## src/rtl/cb_input_pkg.sv

```systemverilog
package cb_input_pkg;

  parameter int NUM_TRACKS = 16;
  parameter int STRIDE     = 2;
  parameter int MAX_SHIFT  = 2;

  localparam int IDX_W      = $clog2(NUM_TRACKS);
  localparam int STRIDE_LOG = $clog2(STRIDE);
  localparam int NUM_SLOTS  = NUM_TRACKS / STRIDE;
  localparam int SLOT_W     = (NUM_SLOTS > 1) ? $clog2(NUM_SLOTS) : 1;
  localparam int TAPS       = MAX_SHIFT + 1;
  localparam int SHIFT_W    = $clog2(TAPS + 1);
  localparam int EFF_W      = IDX_W + SHIFT_W;

  typedef struct packed {
    logic               load;
    logic               err;
    logic [SHIFT_W-1:0] offset;
    logic [SLOT_W-1:0]  slot;
  } selStrobe_t;

endpackage

```

## src/rtl/cb_input_ctrl.sv

```systemverilog
module cb_input_ctrl
  import cb_input_pkg::*;
(
  input  logic               clk,
  input  logic               rstN,
  input  logic               reqValid,
  input  logic [IDX_W-1:0]   baseTrack,
  input  logic [IDX_W-1:0]   defectTrack,
  input  logic [SHIFT_W-1:0] shiftAmt,
  output selStrobe_t         strobe,
  output logic               outValid
);

  logic               applyShift;
  logic               oddBase;
  logic               badShift;
  logic               overTop;
  logic [SHIFT_W-1:0] useShift;
  logic [EFF_W-1:0]   effTrack;

  // Signals at or above the defect were moved up by the repair.
  assign applyShift = (baseTrack >= defectTrack);
  assign useShift   = applyShift ? shiftAmt : '0;
  assign effTrack   = EFF_W'(baseTrack) + EFF_W'(useShift);

  generate
    if (STRIDE_LOG > 0) begin : g_stride
      assign oddBase = (baseTrack[STRIDE_LOG-1:0] != '0);
    end else begin : g_full
      assign oddBase = 1'b0;
    end
  endgenerate

  assign badShift = (shiftAmt > SHIFT_W'(MAX_SHIFT));
  assign overTop  = (effTrack > EFF_W'(NUM_TRACKS - 1));

  always_comb begin
    strobe        = '0;
    strobe.load   = reqValid;
    strobe.err    = oddBase | badShift | overTop;
    strobe.offset = useShift;
    strobe.slot   = SLOT_W'(baseTrack >> STRIDE_LOG);
  end

  always_ff @(posedge clk) begin
    if (!rstN) outValid <= 1'b0;
    else       outValid <= reqValid;
  end

endmodule

```

## src/rtl/cb_input_datapath.sv

```systemverilog
module cb_input_datapath
  import cb_input_pkg::*;
(
  input  logic                  clk,
  input  logic                  rstN,
  input  logic [NUM_TRACKS-1:0] trackVal,
  input  selStrobe_t            strobe,
  output logic                  outBit,
  output logic                  selErr
);

  // Widened connectivity: every connected base track owns a group of TAPS
  // wires, the base itself and the tracks a repair may move it onto.
  logic [TAPS-1:0] tapGroup [NUM_SLOTS];

  genvar s, j;
  generate
    for (s = 0; s < NUM_SLOTS; s++) begin : g_slot
      for (j = 0; j < TAPS; j++) begin : g_tap
        if (s * STRIDE + j < NUM_TRACKS) begin : g_wire
          assign tapGroup[s][j] = trackVal[s * STRIDE + j];
        end else begin : g_tie
          assign tapGroup[s][j] = 1'b0;
        end
      end
    end
  endgenerate

  logic picked;

  always_comb begin
    picked = 1'b0;
    if (int'(strobe.offset) < TAPS && int'(strobe.slot) < NUM_SLOTS)
      picked = tapGroup[strobe.slot][strobe.offset];
  end

  always_ff @(posedge clk) begin
    if (!rstN) begin
      outBit <= 1'b0;
      selErr <= 1'b0;
    end else if (strobe.load) begin
      outBit <= strobe.err ? 1'b0 : picked;
      selErr <= strobe.err;
    end
  end

endmodule

```

## src/rtl/shift_tolerant_cb_input.sv

```systemverilog
module shift_tolerant_cb_input
  import cb_input_pkg::*;
(
  input  logic                  clk,
  input  logic                  rstN,
  input  logic                  reqValid,
  input  logic [NUM_TRACKS-1:0] trackVal,
  input  logic [IDX_W-1:0]      baseTrack,
  input  logic [IDX_W-1:0]      defectTrack,
  input  logic [SHIFT_W-1:0]    shiftAmt,
  output logic                  outValid,
  output logic                  outBit,
  output logic                  selErr
);

  selStrobe_t strobe;

  cb_input_ctrl u_ctrl (
    .clk        (clk),
    .rstN       (rstN),
    .reqValid   (reqValid),
    .baseTrack  (baseTrack),
    .defectTrack(defectTrack),
    .shiftAmt   (shiftAmt),
    .strobe     (strobe),
    .outValid   (outValid)
  );

  cb_input_datapath u_dp (
    .clk     (clk),
    .rstN    (rstN),
    .trackVal(trackVal),
    .strobe  (strobe),
    .outBit  (outBit),
    .selErr  (selErr)
  );

endmodule

```

## config.mk

```make
export PLATFORM = sky130hd
export DESIGN_NAME = shift_tolerant_cb_input
export DESIGN_NICKNAME = d
export VERILOG_FILES = /design/src/rtl/cb_input_pkg.sv /design/src/rtl/cb_input_ctrl.sv /design/src/rtl/cb_input_datapath.sv /design/src/rtl/shift_tolerant_cb_input.sv
export SDC_FILE = /design/constraint.sdc
export NUM_CORES = 1
export LEC_CHECK = 0
export ABC_AREA = 1
export BUFFER_PORTS_ARGS = -buffer_cell sky130_fd_sc_hd__buf_2
export CAP_MARGIN = 5
export CORE_UTILIZATION = 25
export CTS_CLUSTER_DIAMETER = 80
export DETAILED_ROUTE_END_ITERATION = 7
export GPL_TIMING_DRIVEN = 0
export PLACE_DENSITY = 0.58
export SLEW_MARGIN = 5
export SYNTH_ARGS = -nofsm -noshare
export SYNTH_HDL_FRONTEND = slang
export SYNTH_SLANG_ARGS = --single-unit
```

## constraint.sdc

```tcl
create_clock -name clk -period 2.3 [get_ports clk]
set_clock_uncertainty 0.15 [all_clocks]
set_input_delay 0.46 -clock clk [delete_from_list [all_inputs] [get_ports clk]]
set_output_delay 0.46 -clock clk [all_outputs]
set_load 0.02 [all_outputs]
```

==> results.py <==
metrics = {
    "setup_path": {
        "path_common_cell": "nand3_1",
        "cp.arrival_ps": 1980,
        "cp-start-kind": "primary input",
        "setup.worst_path.end_class": "register",
        "required_ps": 2320,
        "critical_path.cell_chain": "buf_2, ha_1, a21oi_1, nand3_1, nand2_1, inv_2, ha_1, nand3_1, nand3_1, a21oi_2, nand2_1, a21oi_2",
        "slowest_delay_ps": 330,
        "crit_slowest_cell": "ha_1",
        "crit_path_start": "baseTrack[3]",
        "worstPathMaxFanout": 6,
        "crit_type": "in -> reg",
        "reg2reg_from": "u_dp.selErr",
    },
    "clocking": {
        "numClockSinks": 3,
        "post_cts_buffers": 0,
        "clkLatencyLatePin_ps": 240,
        "cts_tree": "yes",
        "numCtsBuffers": 3,
        "clock_path_buffers": 2,
        "htreeDepth": 1,
        "cts_resized": 0,
        "clockRootBuffer": "clkbuf_4",
        "hold_buffers": 0,
        "clk_pin_slew_ps": 40,
    },
    "timing": {
        "timing.setup.tns_ps": 0,
        "hold_viol": 0,
        "fin_crit_ps": 1970,
        "max_freq_mhz": 508,
        "setup_viol_count_final": 0,
        "tightestPinTransition_ps": 111,
        "slew_headroom_pct": 92.6,
        "slew_viol_final": 0,
        "setup_slack_ps": 333,
        "period_share_pct": 85.5,
        "rsz0062_at_grt": "no",
    },
    "synth": {
        "ys_seq_elements": 3,
        "yosys_warnings": 0,
        "synth_top_area_share_pct": 28.4,
        "yosysTopAreaCell": "nand2_1",
        "ys_types": 14,
        "synth_area_leaders": "nand2_1 (28%), nand3_1 (17%), ha_1 (11%)",
        "yosysSeqAreaShare_pct": 10.5,
        "avgSynthCellArea_um2": 5.47,
        "synth_area_um2": 569,
        "synthesis.nets": 138,
        "synth_cells": 104,
    },
    "drt": {
        "drt_iter0_drc": 7,
        "met1Wirelength_um": 597,
        "drtAntennaViolNets": 0,
        "dr.max_layer_used": "met4",
        "via_per_inst": 4.18,
        "wl_per_cell_um": 7.84,
        "vias": 694,
        "drcViolationCount": 0,
        "wl_met2_um": 645,
        "wl_um": 1300,
        "met3_length_um": 47,
        "drtPass1Iterations": 3,
    },
    "run": {
        "cap_violations": 0,
    },
    "cells_and_area": {
        "area_growth_pct": 37.8,
        "antenna_cells": 0,
        "layout_common_cells": "nand2_1 (43), buf_2 (31), nand3_1 (19)",
        "drive_gt1_share_pct": 34.5,
        "final_common_cell": "nand2_1",
        "nets": 174,
    },
    "place": {
        "post-place-ws_ps": 82.2,
        "portBuffers": 31,
        "hpwl_um": 1110,
        "finalWeightedCongestion": 0.795,
    },
    "power": {
        "ir_drop_mv": 0.213,
        "p_leak_uw": 0.000520,
        "power_density_mw_per_mm2": 345,
    },
    "die": {
        "row_count": 16,
        "die_area_mm2": 0.00247,
        "core_mm2": 0.00204,
        "start_util_pct": 27.9,
        "die_w_um": 49.7,
        "ioPinCount": 32,
        "die_height_um": 49.7,
    },
    "grt": {
        "grt_util_all_layers_pct": 11.2,
        "antenna_found_initial": 0,
        "grt_max_degree": 11,
        "grt_pass1_wl_um": 2240,
        "grt_overflow": 0,
        "grt_pass1_vias": 609,
    },
    "worst_hold_path": {
        "hp-class": "in -> reg",
        "min_from": "rstN",
    },
    "run_status": {
        "run_status": "completed",
    },
}
-- power breakdown --
| group | leakage, uW | internal [uW] | switching [uW] | total, uW |
|---|---|---|---|---|
| logic | 0.000480 | 57.0 | 62.7 | 120 |
| registers | 0.0000248 | 55.5 | 1.07 | 56.5 |
| clock network | 0.0000150 | 65.2 | 29.2 | 94.4 |
| total | 0.000520 | 178 | 93.0 | 271 |
-- kinds of logic after synthesis --
group | share of synthesized area, %
adder cells (fa/ha/maj) | 11.0
buffers and inverters | 25.7
AO/OA/AOI/OAI | 6.59
flip-flops | 10.5
AND/OR/NAND/NOR | 46.2
-- Yosys cell counts --
library cell and number:
a21oi_1 2, a21oi_2 2, buf_12 1, buf_4 1
buf_6 1, bufinv_8 1, dfxtp_1 3, ha_1 5
inv_1 16, inv_2 8, nand2_1 43, nand3_1 19
nand4_1 1, o211a_1 1
-- worst max-delay path: cells and delay by family --
kind	cells	cell delay, ps
buffers and inverters	2	190
AOI/OAI and AO/OA	3	360
adders and majority gates	2	500
and+or+nand+nor	5	480
-- final cells by class --
type / instances / area (um^2)
timing repair buffer: 31 / 155
tap: 27 / 33.8
fill: 236 / 1260
buffer: 3 / 38.8
inverter: 25 / 108
multi-input combinational: 73 / 363
sequential: 3 / 60.1
clock buffer: 4 / 26.3
-- routing by layer --
layer  GRT usage (%)  vias up
li1                -      385
met4            2.86        0
met3            1.23        2
met1            13.6      289
met5               0        -
met2            20.5       18
-- worst paths after layout --
| path | slack [ps] | end | cells past startpoint |
|---|---|---|---|
| worst max-delay path | 330 | u_dp.outBit | 12 |
| worst min-delay path | 300 | u_ctrl.outValid | 3 |
| worst max register to register | 1540 | u_dp.selErr | 1 |
| worst min register to register | 330 | u_dp.outBit | 2 |
-- flip-flops by register name (all words and copies together) (netlist names) --
register / flops
u_ctrl.outValid: 1
u_dp.outBit: 1
u_dp.selErr: 1
-- metrics by stage --
step	hold slack [ps]	util, %	std cells	cell area, um^2	power (uW)
after floorplan	400	-	104	569	135
after global placement	312	37.1	162	758	177
after detailed placement	320	37.1	162	758	179
after CTS	298	38.4	166	785	275
after global routing	323	38.4	166	785	295
final	301	38.4	166	785	271
Note: power is estimated with default switching activity, not from simulation.
